===== src/rtl/bag_pkg.sv =====
package bag_pkg;

    localparam int BEAT_W = 2;
    localparam int BEATS  = 1 << BEAT_W;

    typedef logic [BEAT_W-1:0] beat_t;

    typedef enum logic {
        ORD_LINEAR      = 1'b0,
        ORD_INTERLEAVED = 1'b1
    } order_e;

    typedef enum logic {
        ST_IDLE  = 1'b0,
        ST_BURST = 1'b1
    } state_e;

    typedef enum logic [2:0] {
        ACT_NONE      = 3'd0,
        ACT_LOAD_EXT  = 3'd1,
        ACT_LOAD_PEND = 3'd2,
        ACT_STEP      = 3'd3,
        ACT_HOLD      = 3'd4
    } act_e;

    typedef struct packed {
        act_e act;
        logic capture;
        logic drop;
    } ctl_t;

    function automatic beat_t order_low(beat_t start, beat_t idx, order_e ord);
        beat_t r;
        if (ord == ORD_INTERLEAVED) begin
            r = start ^ idx;
        end else begin
            r = beat_t'(start + idx);
        end
        return r;
    endfunction

    function automatic logic is_start(act_e a);
        return (a == ACT_LOAD_EXT) || (a == ACT_LOAD_PEND);
    endfunction

endpackage


===== src/rtl/bag_beat_ctr.sv =====
module bag_beat_ctr
    import bag_pkg::*;
(
    input  logic  clk,
    input  logic  rst,
    input  logic  clr_i,
    input  logic  step_i,
    output beat_t beat_o,
    output logic  last_o
);

    beat_t beat_q;

    always_ff @(posedge clk) begin
        if (rst) begin
            beat_q <= '0;
        end else if (clr_i) begin
            beat_q <= '0;
        end else if (step_i) begin
            beat_q <= beat_t'(beat_q + beat_t'(1));
        end
    end

    assign beat_o = beat_q;
    assign last_o = (beat_q == beat_t'(BEATS - 1));

    AST_BEAT_STEP: assert property (@(posedge clk) disable iff (rst)
        (step_i && !clr_i) |=> (beat_q == beat_t'($past(beat_q) + beat_t'(1))));

    AST_BEAT_CLEAR: assert property (@(posedge clk) disable iff (rst)
        clr_i |=> (beat_q == '0));

endmodule


===== src/rtl/bag_pend_slot.sv =====
module bag_pend_slot #(
    parameter int ADDR_W = 16
) (
    input  logic              clk,
    input  logic              rst,
    input  logic              cap_i,
    input  logic [ADDR_W-1:0] cap_addr_i,
    input  logic              take_i,
    input  logic              drop_i,
    output logic              pend_o,
    output logic [ADDR_W-1:0] addr_o
);

    logic              pend_q;
    logic [ADDR_W-1:0] addr_q;

    always_ff @(posedge clk) begin
        if (rst) begin
            pend_q <= 1'b0;
            addr_q <= '0;
        end else begin
            if (cap_i) begin
                pend_q <= 1'b1;
                addr_q <= cap_addr_i;
            end else if (take_i || drop_i) begin
                pend_q <= 1'b0;
            end
        end
    end

    assign pend_o = pend_q;
    assign addr_o = addr_q;

    AST_PEND_KEEP: assert property (@(posedge clk) disable iff (rst)
        (pend_q && !take_i && !drop_i && !cap_i) |=> (pend_q && $stable(addr_q)));

    AST_PEND_TAKEN: assert property (@(posedge clk) disable iff (rst)
        (take_i && !cap_i) |=> !pend_q);

endmodule


===== src/rtl/bag_seq_map.sv =====
module bag_seq_map
    import bag_pkg::*;
#(
    parameter int ADDR_W = 16
) (
    input  logic [ADDR_W-1:0] start_i,
    input  beat_t             beat_i,
    input  order_e            ord_i,
    output logic [ADDR_W-1:0] addr_o
);

    beat_t low;

    always_comb begin
        low = order_low(start_i[BEAT_W-1:0], beat_i, ord_i);
    end

    generate
        if (ADDR_W > BEAT_W) begin : g_upper
            assign addr_o = {start_i[ADDR_W-1:BEAT_W], low};
        end else begin : g_low_only
            assign addr_o = low[ADDR_W-1:0];
        end
    endgenerate

endmodule


===== src/rtl/burst_addr_gen.sv =====
module burst_addr_gen
    import bag_pkg::*;
#(
    parameter int ADDR_W = 16
) (
    input  logic              clk,
    input  logic              rst,
    input  logic              ld_i,
    input  logic              adv_n_i,
    input  logic              mode_i,
    input  logic [ADDR_W-1:0] addr_i,
    output logic              acc_valid_o,
    output logic [ADDR_W-1:0] acc_addr_o,
    output logic [1:0]        beat_o,
    output logic              pend_o
);

    state_e            state_q;
    logic [ADDR_W-1:0] start_q;
    order_e            ord_q;
    ctl_t              ctl;
    beat_t             beat;
    logic              last;
    logic              pend;
    logic [ADDR_W-1:0] pend_addr;
    logic [ADDR_W-1:0] map_addr;
    logic [ADDR_W-1:0] next_start;

    // Decide this cycle's action from state, strobe, advance and pending slot.
    always_comb begin
        ctl.act     = ACT_NONE;
        ctl.capture = 1'b0;
        ctl.drop    = 1'b0;
        if (state_q == ST_IDLE) begin
            if (ld_i) begin
                ctl.act = ACT_LOAD_EXT;
            end
        end else if (!adv_n_i) begin
            ctl.capture = ld_i;
            if (last && pend) begin
                ctl.act = ACT_LOAD_PEND;
            end else begin
                ctl.act = ACT_STEP;
            end
        end else begin
            if (ld_i) begin
                ctl.act  = ACT_LOAD_EXT;
                ctl.drop = 1'b1;
            end else if (pend) begin
                ctl.act = ACT_LOAD_PEND;
            end else begin
                ctl.act = ACT_HOLD;
            end
        end
    end

    always_comb begin
        next_start = (ctl.act == ACT_LOAD_PEND) ? pend_addr : addr_i;
    end

    always_ff @(posedge clk) begin
        if (rst) begin
            state_q <= ST_IDLE;
            start_q <= '0;
            ord_q   <= ORD_LINEAR;
        end else if (is_start(ctl.act)) begin
            state_q <= ST_BURST;
            start_q <= next_start;
            ord_q   <= order_e'(mode_i);
        end
    end

    bag_beat_ctr u_ctr (
        .clk    (clk),
        .rst    (rst),
        .clr_i  (is_start(ctl.act)),
        .step_i (ctl.act == ACT_STEP),
        .beat_o (beat),
        .last_o (last)
    );

    bag_pend_slot #(.ADDR_W(ADDR_W)) u_pend (
        .clk        (clk),
        .rst        (rst),
        .cap_i      (ctl.capture),
        .cap_addr_i (addr_i),
        .take_i     (ctl.act == ACT_LOAD_PEND),
        .drop_i     (ctl.drop),
        .pend_o     (pend),
        .addr_o     (pend_addr)
    );

    bag_seq_map #(.ADDR_W(ADDR_W)) u_map (
        .start_i (start_q),
        .beat_i  (beat),
        .ord_i   (ord_q),
        .addr_o  (map_addr)
    );

    assign acc_valid_o = (state_q == ST_BURST);
    assign acc_addr_o  = map_addr;
    assign beat_o      = beat;
    assign pend_o      = pend;

    AST_RESET_CLEAR: assert property (@(posedge clk)
        rst |=> (!acc_valid_o && !pend_o && beat_o == 2'd0));

    AST_LOAD_START: assert property (@(posedge clk) disable iff (rst)
        (!acc_valid_o && ld_i) |=> (acc_valid_o && acc_addr_o == $past(addr_i) && beat_o == 2'd0));

    AST_UPPER_FIXED: assert property (@(posedge clk) disable iff (rst)
        (acc_valid_o && !adv_n_i && !pend_o) |=> $stable(acc_addr_o[ADDR_W-1:BEAT_W]));

    AST_HOLD_STILL: assert property (@(posedge clk) disable iff (rst)
        (acc_valid_o && adv_n_i && !ld_i && !pend_o) |=> ($stable(acc_addr_o) && $stable(beat_o)));

    AST_IDLE_QUIET: assert property (@(posedge clk) disable iff (rst)
        (!acc_valid_o && !ld_i) |=> !acc_valid_o);

    AST_DIRECT_LOAD: assert property (@(posedge clk) disable iff (rst)
        (acc_valid_o && adv_n_i && ld_i) |=> (acc_addr_o == $past(addr_i) && !pend_o));

endmodule


===== config.mk =====
export PLATFORM = sky130hd
export DESIGN_NAME = burst_addr_gen
export DESIGN_NICKNAME = d
export VERILOG_FILES = /design/src/rtl/bag_pkg.sv /design/src/rtl/bag_beat_ctr.sv /design/src/rtl/bag_pend_slot.sv /design/src/rtl/bag_seq_map.sv /design/src/rtl/burst_addr_gen.sv
export SDC_FILE = /design/constraint.sdc
export NUM_CORES = 1
export LEC_CHECK = 0
export BUFFER_PORTS_ARGS = -buffer_cell sky130_fd_sc_hd__buf_4
export CAP_MARGIN = 20
export CELL_PAD_IN_SITES_DETAIL_PLACEMENT = 1
export CELL_PAD_IN_SITES_GLOBAL_PLACEMENT = 2
export CORE_ASPECT_RATIO = 0.5
export CORE_MARGIN = 5
export CORE_UTILIZATION = 30
export DETAILED_ROUTE_END_ITERATION = 16
export HOLD_SLACK_MARGIN = 0.08
export PLACE_DENSITY_LB_ADDON = 0.1
export SLEW_MARGIN = 40
export SYNTH_ARGS = -nofsm -noshare
export SYNTH_HDL_FRONTEND = slang
export SYNTH_SLANG_ARGS = --single-unit

===== constraint.sdc =====
create_clock -name clk -period 4.18 [get_ports clk]
set_clock_uncertainty 0.05 [all_clocks]
set_input_delay 1.254 -clock clk [delete_from_list [all_inputs] [get_ports clk]]
set_output_delay 1.254 -clock clk [all_outputs]
set_load 0.01 [all_outputs]

======== After elaboration in Yosys (flattened, before gate mapping) ========
Cells that the tools add are included.
storage, ports and cells
  register bits ........................... 37
  latch bits .............................. 0
  RAM bits ................................ 0
  ROM bits ................................ 0
  input bits .............................. 21
  output and inout port bits .............. 20
  memories ................................ 0
operators by class
  add/sub/neg operators ................... 2
  multiply operators ...................... 0
  divide/modulo/power cells ............... 0
  order comparisons ....................... 0
  equality and inequality tests ........... 4
  shifts and indexed selects .............. 0
  mux-type cells .......................... 14
  bitwise gates (word level) .............. 1
  reductions and logical operators ........ 5
operator list
  cell                   number
  $mux W16               1
  $mux W3                4
  $mux W1                7
  $eq A3 B2 Y1 const B   2
  $mux W2                2
  $eq A3 B1 Y1 const B   1
  $add A2 B1 Y2 const B  1
  $add A2 B2 Y2          1
  $eq A2 B2 Y1 const B   1
  $logic_or A1 B1 Y1     2
  $reduce_bool A2 Y1     1
  $reduce_or A2 Y1       1
  $xor A2 B2 Y2          1
  $logic_and A1 B1 Y1    1

======== Depth between registers and ports, before layout ========
Gate-level depths: netlist of run 1.
  depth after elaboration ................. 9
  depth in mapped cells ................... 7
  gate-level depth less buffers ........... 5

======== Modules after synthesis ========
Synthesis of run 1 repeated with hierarchy kept, for this count alone.
second synthesis, totals
  cell total of the unflattened synthesis .. 173
  area total of the unflattened synthesis .. 1690.4 um^2
by module, submodules not included
  module          times used  cells each  area each (um^2)  sequential area each (um^2)
  burst_addr_gen  1           92          838.3             360.3
  bag_pend_slot   1           56          619.3             340.3
  bag_seq_map     1           18          141.4             0.0
  bag_beat_ctr    1           7           91.3              40.0

======== Worst setup path before layout of run 1 ========
OpenSTA, ideal clock, no wires.
  kind .................................... input-to-reg
  start point ............................. in adv_n_i
  end point ............................... reg start_q[10]
  library setup time ...................... 132 ps
  data arrival time ....................... 2126 ps
  path slack .............................. 1872 ps
  stages .................................. 6
  buffers on the path ..................... 2
  path through ............................ nor2b_2 o211a_1 buf_4 buf_2 a22oi_1 a21oi_1
between the ends
  cells in the longest elaborated chain, start to end .. 4
  elaborated cells on any way between the ends .. 6
ends and longest elaborated chain
  item                                            line                                 text
  from (decl)                                     burst_addr_gen.sv:9                  input logic adv_n_i,
  $mux W3 (*)                                     burst_addr_gen.sv:38                 end else if (!adv_n_i) begin
  $mux W3 (*)                                     burst_addr_gen.sv:34                 if (state_q == ST_IDLE) begin
  $eq A3 B2 Y1 or $eq A3 B1 Y1 (tied branches)    bag_pkg.sv:43, burst_addr_gen.sv:58
  $mux W16 or $logic_or A1 B1 Y1 (tied branches)  burst_addr_gen.sv:58, bag_pkg.sv:43
  to (signal assigned)                            burst_addr_gen.sv:68                 start_q <= next_start;
  to (decl)                                       burst_addr_gen.sv:19                 logic [ADDR_W-1:0] start_q;
Every way passes the cells marked *; elsewhere a longest branch is shown, timed or not.
A chain may end at the register's enable or synchronous reset.

======== Worst setup path after layout of run 1 ========
  start point ............................. reg u_ctr.beat_q[0], in the netlist u_ctr.beat_o[0]
  end point ............................... out acc_addr_o[1]
between the ends
  cells in the longest elaborated chain, start to end .. 2
ends and longest elaborated chain
  item                    line                  text
  from (decl)             bag_beat_ctr.sv:12    beat_t beat_q;
  from (signal assigned)  bag_beat_ctr.sv:20    beat_q <= beat_t'(beat_q + beat_t'(1));
  $add A2 B2 Y2           bag_pkg.sv:37         r = beat_t'(start + idx);
  $mux W2                 bag_pkg.sv:34         if (ord == ORD_INTERLEAVED) begin
  to (decl)               burst_addr_gen.sv:13  output logic [ADDR_W-1:0] acc_addr_o,
No other way between the ends.

==> results of run 1 <==
==> cell type report <==
class	instances	area share, %
clock inverters	1	1.50
well taps	73	4.55
multi-input cells	122	37.2
flip-flops and latches	37	36.9
repair buffers	41	15.3
clock buffers	7	4.30
inverters	1	0.187
==> final timing paths <==
kind                                        start                end  slack [ns]
worst max register to register    u_ctr.beat_o[0]         start_q[2]        2.18
worst min register to register  u_pend.addr_o[15]  u_pend.addr_o[15]        0.41
worst min-delay path            u_pend.addr_o[15]  u_pend.addr_o[15]        0.41
worst max-delay path              u_ctr.beat_o[0]      acc_addr_o[1]        1.61
==> routing by layer <==
| metal | up-vias | track usage (%) | wire (um) |
|---|---|---|---|
| met3 | 4 | 4.16 | 276 |
| li1 | 673 | - | - |
| met5 | - | 0 | 0 |
| met2 | 31 | 18.2 | 1880 |
| met1 | 664 | 15.6 | 2020 |
| met4 | 0 | 2.60 | 17 |
==> metrics by stage <==
step / cells / area, sq um / power, mW / hold slack (ns) / worst slack [ns]
2_1_floorplan: 189 / 1680 / 0.447 / 0.386 / 1.87
3_3_place_gp: 274 / 1880 / 0.476 / 0.392 / 1.22
3_5_place_dp: 274 / 1890 / 0.479 / 0.397 / 1.43
4_1_cts: 282 / 2010 / 0.801 / 0.408 / 1.57
5_1_grt: 282 / 2010 / 0.827 / 0.429 / 1.50
6_report: 282 / 2010 / 0.789 / 0.407 / 1.61
==> cell usage in the layout, fill, tap and decap left out, drive strengths merged <==
| master | count |
|---|---|
| nand3b | 17 |
| mux2i | 1 |
| clkbuf | 7 |
| nand2 | 33 |
| nand2b | 1 |
| a21oi | 35 |
| buf | 41 |
| dfxtp | 37 |
| bufinv | 1 |
| ha | 2 |
| and2 | 1 |
| o21ai | 2 |
| or2 | 1 |
| inv | 1 |
| nor2 | 3 |
| o211a | 1 |
| xnor2 | 3 |
| a22oi | 16 |
| o211ai | 1 |
| nor4 | 2 |
| nor2b | 3 |
==> state kept, by name, summed over array words and instances, names as in the netlist <==
name / count
acc_valid_o: 1
ord_q: 1
start_q: 16
u_ctr.beat_o: 2
u_pend.addr_o: 16
u_pend.pend_o: 1
==> worst max-delay path, cell delays in order (launching register included) <==
cell and delay (ns):
dfxtp_1 0.40, ha_1 0.16, nor2b_1 0.16, xnor2_1 0.13, buf_4 0.14
==> report_power, final <==
group          switching, mW  leakage [nW]  total (mW)  internal (mW)
sequential            0.0107         0.302       0.378          0.368
clock                  0.125        0.0585       0.320          0.195
combinational         0.0445         0.399      0.0908         0.0462
total                  0.181         0.759       0.789          0.609
==> cells by family (layout without fill, tap and decap cells) <==
kind of cell / after synthesis / in the layout / share of synthesized area [%]
AOI/OAI and AO/OA: 55 / 55 / 19.7
muxes: 1 / 1 / 0.596
and+or+nand+nor: 61 / 61 / 20.4
adders and majority gates: 2 / 2 / 1.49
DFF: 37 / 37 / 44.1
buffers and inverters: 30 / 50 / 12.1
xor gates and xnor gates: 3 / 3 / 1.56
==> key figures, run 1 <==
Floorplan
  • I/O pin total: 41
  • Die area: 7290 sq um
  • Num rows: 19
  • Core area: 5440 sq um
  • Die Span X: 116 um
  • Initial cell density of the core: 30.9%
  • Die Ht: 62.9 um

Pwr
  • Leak Pwr: 0.759 nW
  • Worst IR Drop VDD: 136 uV
  • PwrDens: 393 nW/um^2

GRT
  • Initial antenna violation count: 0
  • GRT overflow: 0
  • First-pass GRT wire length: 6840 um
  • Vias in the first global route: 1,433
  • Pin count of the biggest net entering global routing: 38
  • GRT Util Overall: 11.7%

Logic synthesis
  • Syn Area/Cell: 8.89 sq um
  • Netlist cell types: 26
  • Yosys warnings: 0
  • Yosys reg bits: 37
  • Count leader, synth: dfxtp_1
  • Ys flop type: dfxtp_1
  • Commonest cells in the netlist: dfxtp_1, a21oi_1, nand2_1
  • Synthesized cell area: 1680 sq um
  • Main area contributors after synthesis: dfxtp_1, a21oi_1, buf_4
  • Async SR Flop Fraction: 0%
  • Synth Instances: 189
  • Largest area contributor in the netlist: dfxtp_1
  • Synth top area share: 44.1%
  • Post-synth EDFFs: 0
  • Post-synthesis sequential area ratio: 44.1%
  • Syn Nets: 212

STA
  • Slew Viols, Final: 0
  • FMAX: 388 MHz
  • # setup viols final: 0
  • Worst slew pin tran: 0.732 ns
  • Setup tns final: 0 ns
  • Final min period: 2.57 ns
  • Slew headroom: 51.2%
  • RSZ-0062 raised after global routing: false
  • Final period util: 61.6%
  • Final Hold Viols: 0

Clocking
  • Clock tree sinks: 37
  • CTS clk-pin slew, worst paths: 0.07 ns
  • Root buf cell: clkbuf_8
  • Max clock buf depth: 2
  • Number of setup buffers added after CTS: 0
  • Post-CTS Hold Buffers: 0
  • H-Tree Depth: 2
  • CTS Buf Count: 5
  • CTS tree: done
  • Clock Latency Late Sink: 0.28 ns
  • CTS resizes: 0

Detailed routing
  • First-pass DRT Iterations: 4
  • DRC violations left: 0
  • Routed WL: 4200 um
  • Routed Antenna Nets: 0
  • Avg WL per Cell: 14.9 um
  • DR iter-0 viols: 45
  • Vias per cell: 4.87
  • Via Count: 1,372

Worst setup path
  • Critical Path RT: 2.88 ns
  • WP data arrival: 1.27 ns
  • Critical Path Source Type: flop
  • Crit end category: output port
  • Worst-path maximum fanout: 4
  • Reg2Reg Depth: 5
  • Crit path kind: flop to output port

Status
  • Outcome: completed

Layout
  • Final net count: 231
  • Fillers: 658
  • Area growth syn-to-layout: 19.4%
  • Multi-input combinational cell area: 746 sq um
  • Final core occ: 36.8%
  • Antenna cells: 0
  • Register Area: 741 sq um
  • Fraction of layout cells with a size suffix above 1: 27.3%

Min path
  • HP Class: flop to flop
  • Worst hold path depth: 2

Placed design
  • Routability cong.: 0.672
  • Dpl hpwl: 2710 um
  • Port Buffers: 40

Job
  • Max-Cap Viols: 0
(Power assumes the default switching activity.)
==> run 2: changes to the inputs <==
==> constraint.sdc (replaced) <==
create_clock -name clk -period 2.56 [get_ports clk]
set_clock_uncertainty 0.05 [all_clocks]
set_input_delay 0.768 -clock clk [delete_from_list [all_inputs] [get_ports clk]]
set_output_delay 0.768 -clock clk [all_outputs]
set_load 0.01 [all_outputs]
==> run 2 against run 1 <==
Compared with the run above: wire length fell by 0.79%; core utilization fell by 0.18 points; power rose by 54%; sequential power rose by 63%; cell count rose by 0.71%; sequential cell count did not move; first-iteration DRC count rose by 40%; largest cell class is now registers; largest power group unchanged.
==> key figures, run 2 (synthesis results as in run 1) <==
Floorplan
  • Die area: 7290 sq um (unchanged)
  • I/O pin total: 41 (unchanged)
  • Die Span X: 116 um (unchanged)
  • Die Ht: 62.9 um (unchanged)
  • Num rows: 19 (unchanged)
  • Core area: 5440 sq um (unchanged)
  • Initial cell density of the core: 30.9% (unchanged)

Detailed routing
  • Routed WL: 4170 um (-0.79%)
  • Via Count: 1,361 (-0.80%)
  • Avg WL per Cell: 14.7 um (-1.5%)
  • First-pass DRT Iterations: 4 (unchanged)
  • DRC violations left: 0 (unchanged)
  • DR iter-0 viols: 63 (+40%)
  • Vias per cell: 4.79 (-1.5%)
  • Routed Antenna Nets: 0 (unchanged)

STA
  • Slew Viols, Final: 0 (unchanged)
  • Final min period: 2.11 ns
  • Slew headroom: 51.5% (+0.28 points)
  • RSZ-0062 raised after global routing: false
  • FMAX: 474 MHz
  • Final period util: 82.4%
  • Final Hold Viols: 0 (unchanged)
  • # setup viols final: 0 (unchanged)
  • Worst slew pin tran: 0.727 ns (-0.00427 ns)
  • Setup tns final: 0 ns (unchanged)
  • Final setup margin: 0.450 ns (-1.16 ns)

Worst setup path
  • Cell count along the critical path: 4 (unchanged)
  • Crit end category: output port
  • Reg2Reg Depth: 5 (unchanged)
  • Worst r2r dst: start_q[6]
  • CP Cell Sequence: ha_1 > nor2b_1 > xnor2_1 > buf_4
  • Crit path launch: u_ctr.beat_o[0]
  • CP endpoint: acc_addr_o[1]
  • RR Startpoint: u_ctr.beat_o[0]
  • Crit path kind: flop to output port
  • Cell family with most CP delay: flip-flops
  • Reg2reg setup slack: 0.63 ns (-1.55 ns)
  • Worst-path maximum fanout: 4 (unchanged)
  • Critical Path Source Type: flop
  • Critical Path RT: 1.74 ns (-1.14 ns)
  • Crit-path slowest cell: dfxtp_1
  • Slowest Stage Delay on Critical Path: 0.40 ns (about the same)
  • WP data arrival: 1.29 ns (+0.02 ns)
  • CP bufs+invs: 1 (unchanged)

Min path
  • HP Class: flop to flop

GRT
  • GRT Util Overall: 12.0% (+0.32 points)
  • Vias in the first global route: 1,400 (-2.3%)
  • Initial antenna violation count: 0 (unchanged)
  • GRT overflow: 0 (unchanged)
  • First-pass GRT wire length: 6870 um (+0.51%)
  • Pin count of the biggest net entering global routing: 38 (unchanged)

Pwr
  • Worst IR Drop VDD: 214 uV (+57%)
  • Leak Pwr: 0.768 nW (+1.2%)
  • PwrDens: 609 nW/um^2 (+55%)

Layout
  • Area growth syn-to-layout: 18.8%
  • Antenna cells: 0 (unchanged)
  • Fraction of layout cells with a size suffix above 1: 28.0% (+0.69 points)
  • Commonest non-fill, non-tap cell in the layout: buf_4
  • Final net count: 233 (+0.87%)
  • Commonest cells after routing, fill and taps aside: buf_4, dfxtp_1, a21oi_1

Clocking
  • Root buf cell: clkbuf_8
  • CTS tree: done
  • Post-CTS Hold Buffers: 0 (unchanged)
  • Max clock buf depth: 2 (unchanged)
  • CTS clk-pin slew, worst paths: 0.07 ns (about the same)
  • Clock Latency Late Sink: 0.28 ns (about the same)
  • CTS Buf Count: 5 (unchanged)
  • Clock tree sinks: 37 (unchanged)
  • CTS resizes: 0 (unchanged)
  • Number of setup buffers added after CTS: 0 (unchanged)
  • H-Tree Depth: 2 (unchanged)

Placed design
  • Dpl hpwl: 2660 um (-1.6%)
  • Placement Setup Slack: 0.344 ns (-1.08 ns)
  • Routability cong.: 0.699 (+4.0%)
  • Port Buffers: 40 (unchanged)

Status
  • Outcome: completed

Job
  • Max-Cap Viols: 0 (unchanged)
-- run 2: changes by cell type in the layout (fill, tap and decap cells not counted), sizes merged --
cell	change
buf	+2
bufinv	-1
clkinv	+1
-- run 2: how the worst min path moves through the flow --
stage,cells past startpoint,end,start
final,2,u_pend.addr_o[7],u_pend.addr_o[7]
after floorplan,2,u_pend.addr_o[0],u_pend.addr_o[0]
after detailed placement,2,u_pend.addr_o[14],u_pend.addr_o[14]
after global placement,2,u_pend.addr_o[12],u_pend.addr_o[12]
after CTS,2,u_pend.addr_o[14],u_pend.addr_o[14]
after global routing,2,u_pend.addr_o[14],u_pend.addr_o[14]
-- run 2: layout make-up --
cell class                      count  area (sq um)
Inverter                            1          3.75
Fill cell                         645          3450
Multi-Input combinational cell    122           736
Clock buffer                        7          96.3
Timing Repair Buffer               43           323
Clock inverter                      1          5.00
Sequential cell                    37           741
Tap cell                           73          91.3
-- run 2: tightest hold or removal path: cells and delay by family, from the launching register on --
kind,cells,cell delay (ns)
DFF,1,0.31
AOI/OAI and AO/OA,1,0.05
and+or+nand+nor,1,0.05
-- run 2: layer usage --
layer / share of wire, % / GRT usage [%] / wire (um) / up-vias
li1: - / - / - / 679
met1: 50 / 15.9 / 2090 / 644
met2: 43 / 18.6 / 1780 / 30
met3: 6.1 / 3.97 / 256 / 8
met4: 0.91 / 3.47 / 38 / 0
met5: 0 / 0 / 0 / -
-- run 2: stage by stage --
step	cell area, sq um	util [%]	power, mW	cells	hold slack (ns)
2_1_floorplan	1680	-	0.729	189	0.386
3_3_place_gp	1890	34.8	0.779	276	0.391
3_5_place_dp	1890	34.8	0.782	276	0.400
4_1_cts	2000	36.7	1.24	284	0.411
5_1_grt	2000	36.7	1.29	284	0.425
6_report	2000	36.7	1.22	284	0.405
-- run 2: power breakdown --
part	internal [mW]	switching, mW	total [mW]	leakage (nW)
sequential	0.600	0.0168	0.617	0.302
clock	0.243	0.207	0.450	0.0542
combinational	0.0764	0.0724	0.149	0.412
total	0.920	0.296	1.22	0.768
==> run 3: changes to the inputs <==
--- a/config.mk
+++ b/config.mk
@@ -5,13 +5,14 @@
 export SDC_FILE = /design/constraint.sdc
 export NUM_CORES = 1
 export LEC_CHECK = 0
+export ABC_AREA = 1
 export BUFFER_PORTS_ARGS = -buffer_cell sky130_fd_sc_hd__buf_4
 export CAP_MARGIN = 20
 export CELL_PAD_IN_SITES_DETAIL_PLACEMENT = 1
 export CELL_PAD_IN_SITES_GLOBAL_PLACEMENT = 2
 export CORE_ASPECT_RATIO = 0.5
 export CORE_MARGIN = 5
-export CORE_UTILIZATION = 30
+export CORE_UTILIZATION = 28
 export DETAILED_ROUTE_END_ITERATION = 16
 export HOLD_SLACK_MARGIN = 0.08
 export PLACE_DENSITY_LB_ADDON = 0.1
==> constraint.sdc (replaced) <==
create_clock -name clk -period 1.97 [get_ports clk]
set_clock_uncertainty 0.05 [all_clocks]
set_input_delay 0.591 -clock clk [delete_from_list [all_inputs] [get_ports clk]]
set_output_delay 0.591 -clock clk [all_outputs]
set_load 0.01 [all_outputs]
==> run 3 against run 2 <==
Compared with the run above: global-route usage is 0.90 points higher; cell count is 24% higher; clock power is 75% higher; hold slack worse by 0.0063 ns; setup slack worse by 0.37 ns; die area is 8.6% higher; first-iteration DRC count is 6.3% lower; wire length is 13% higher; design area is 8.5% higher; critical path type unchanged; largest cell class is now multi-input combinational cells; highest routed layer unchanged.
==> key figures, run 3 <==
STA
  • Final Hold Viols: 0 (unchanged)
  • RSZ-0062 raised after global routing: false
  • FMAX: 528 MHz
  • Final period util: 96.1%
  • # setup viols final: 0 (unchanged)
  • Slew Viols, Final: 0 (unchanged)
  • Slew headroom: 75.7% (+24 points)
  • Final min period: 1.89 ns
  • Worst hold margin: 0.399 ns (-0.00629 ns)
  • Worst slew pin tran: 0.363 ns (-0.364 ns)
  • Setup tns final: 0 ns (unchanged)

Logic synthesis
  • Syn Nets: 267 (+26%)
  • Main area contributors after synthesis: dfxtp_1, nand2_1, nor2_1
  • Ys flop type: dfxtp_1
  • Post-synthesis sequential area ratio: 43.0% (-1.1 points)
  • Yosys reg bits: 37 (unchanged)
  • Largest area contributor in the netlist: dfxtp_1
  • Commonest cells in the netlist: nand2_1, dfxtp_1, nor2_1
  • Synth top area share: 43.0% (-1.1 points)
  • Netlist cell types: 21 (-19%)
  • Async SR Flop Fraction: 0% (unchanged)
  • Count leader, synth: nand2_1
  • Synth Instances: 244 (+29%)
  • Yosys warnings: 0 (unchanged)
  • Synthesized cell area: 1720 sq um (+2.5%)
  • Post-synth EDFFs: 0 (unchanged)
  • Syn Area/Cell: 7.06 sq um (-21%)

Worst setup path
  • Crit path kind: flop to output port
  • Crit path launch: u_ctr.beat_o[0]
  • Worst-path maximum fanout: 4 (unchanged)
  • Critical Path Source Type: flop
  • RR Startpoint: u_ctr.beat_o[1]
  • Crit end category: output port
  • Reg2reg setup slack: 0.42 ns (-0.21 ns)
  • Worst r2r dst: start_q[8]
  • Reg2Reg Depth: 10 (+5)
  • Critical Path RT: 1.33 ns (-0.41 ns)
  • WP data arrival: 1.25 ns (-0.04 ns)

Clocking
  • CTS clk-pin slew, worst paths: 0.06 ns (about the same)
  • Clock Latency Late Sink: 0.27 ns (about the same)
  • Root buf cell: clkbuf_16
  • Clock tree sinks: 37 (unchanged)
  • H-Tree Depth: 2 (unchanged)
  • CTS Buf Count: 5 (unchanged)
  • Max clock buf depth: 2 (unchanged)
  • CTS tree: done
  • Post-CTS Hold Buffers: 0 (unchanged)

Detailed routing
  • DR iter-0 viols: 59 (-6.3%)
  • Vias per cell: 4.34 (-9.3%)
  • Routed Antenna Nets: 0 (unchanged)
  • Avg WL per Cell: 13.4 um (-8.4%)
  • First-pass DRT Iterations: 4 (unchanged)
  • Routed WL: 4720 um (+13%)
  • Via Count: 1,525 (+12%)
  • DRC violations left: 0 (unchanged)

Layout
  • Final instance area: 2170 sq um (+8.5%)
  • Area growth syn-to-layout: 25.8%
  • Commonest non-fill, non-tap cell in the layout: nand2_1
  • Commonest cells after routing, fill and taps aside: nand2_1, buf_4, dfxtp_1
  • Final net count: 297 (+27%)
  • Antenna cells: 0 (unchanged)
  • Fraction of layout cells with a size suffix above 1: 24.8% (-3.1 points)

Pwr
  • Worst IR Drop VDD: 338 uV (+58%)
  • Leak Pwr: 1.08 nW (+40%)
  • PwrDens: 848 nW/um^2 (+39%)

GRT
  • GRT Util Overall: 12.9% (+0.90 points)
  • First-pass GRT wire length: 7970 um (+16%)
  • Initial antenna violation count: 0 (unchanged)
  • GRT overflow: 0 (unchanged)
  • Pin count of the biggest net entering global routing: 20 (-47%)
  • Vias in the first global route: 1,646 (+18%)

Min path
  • HP Class: flop to flop
  • Hold path start: start_q[3]
  • WHS Endpoint: start_q[3]
  • Worst hold path depth: 2 (unchanged)

Floorplan
  • I/O pin total: 41 (unchanged)
  • Die Span X: 121 um (+4.4%)
  • Die Ht: 65.4 um (+4.0%)
  • Core area: 6010 sq um (+10%)
  • Num rows: 20 (+1)
  • Die area: 7910 sq um (+8.6%)
  • Initial cell density of the core: 28.7% (-2.2 points)

Placed design
  • Dpl hpwl: 3420 um (+28%)
  • Placed cell area: 2020 sq um (+6.5%)
  • Routability cong.: 0.724 (+3.5%)
  • Port Buffers: 40 (unchanged)

Status
  • Outcome: completed

Job
  • Max-Cap Viols: 0 (unchanged)
-- run 3: changes by cell type in the layout (fill, tap and decap cells not counted), moves of 6 or more --
cell / change
a21oi_1: -24
a22oi_1: -16
clkbuf_8: -6
inv_1: +12
nand2_1: +40
nand3_1: +17
nand3b_1: -16
nor2_1: +28
o21ai_0: +17
-- run 3: worst max-delay path by stage --
stage	end	depth (start not counted)	slack [ns]
global placement	start_q[12]	9	0.25
finish	acc_addr_o[1]	6	0.08
detailed placement	start_q[9]	9	0.19
floorplan	start_q[0]	8	0.40
global route	acc_addr_o[1]	6	0.0006
CTS	acc_addr_o[1]	6	0.02
-- run 3: layout make-up --
class	count	area [sq um]
clock buffer	7	143
fill	744	3840
inverter	16	60.1
multi-input combinational	166	762
sequential	37	744
tap	77	96.3
timing repair buffer	48	360
-- run 3: layer usage --
metal | track usage (%) | share of wire, %
met1 | 17.0 | 51
met2 | 20.0 | 43
met3 | 4.82 | 5.2
met4 | 3.39 | 0.64
met5 | 0 | 0
-- run 3: through the flow --
step                      setup WS [ns]  instances  utilization, %  power (mW)
after floorplan                   0.403        244               -       0.975
after global placement            0.248        344            33.6        1.07
after detailed placement          0.194        344            33.6        1.07
after CTS                        0.0220        351            36.0        1.87
after global routing           0.000557        351            36.1        1.94
final                            0.0761        351            36.1        1.84
-- run 3: cell families (layout without fill, tap and decap cells) --
logic type                 after synthesis  in the layout  share of synthesized area [%]
adders and majority gates                2              2                           1.45
xor gates and xnor gates                 3              3                           1.53
DFF                                     37             37                           43.0
buffers and inverters                   41             71                           12.9
and+or+nand+nor                        130            130                           31.3
AOI/OAI and AO/OA                       31             31                           9.81
-- run 3: where the power goes --
part           total (mW)  internal, mW  switching, mW
clock network       0.786         0.497          0.289
registers           0.813         0.789         0.0242
logic               0.238         0.106          0.132
-- run 3: repair_timing --
item                       CTS  global route
setup endpoints to repair    1             1
setup buffers                0             0
gates resized for setup      1             2
gates cloned                 0             0
-- run 3: critical path, stage by stage, from the launching register on --
cell and delay (ns):
dfxtp_4 0.36, ha_1 0.20, inv_1 0.06, nor2_2 0.04, xor2_1 0.14, inv_1 0.05
buf_4 0.14
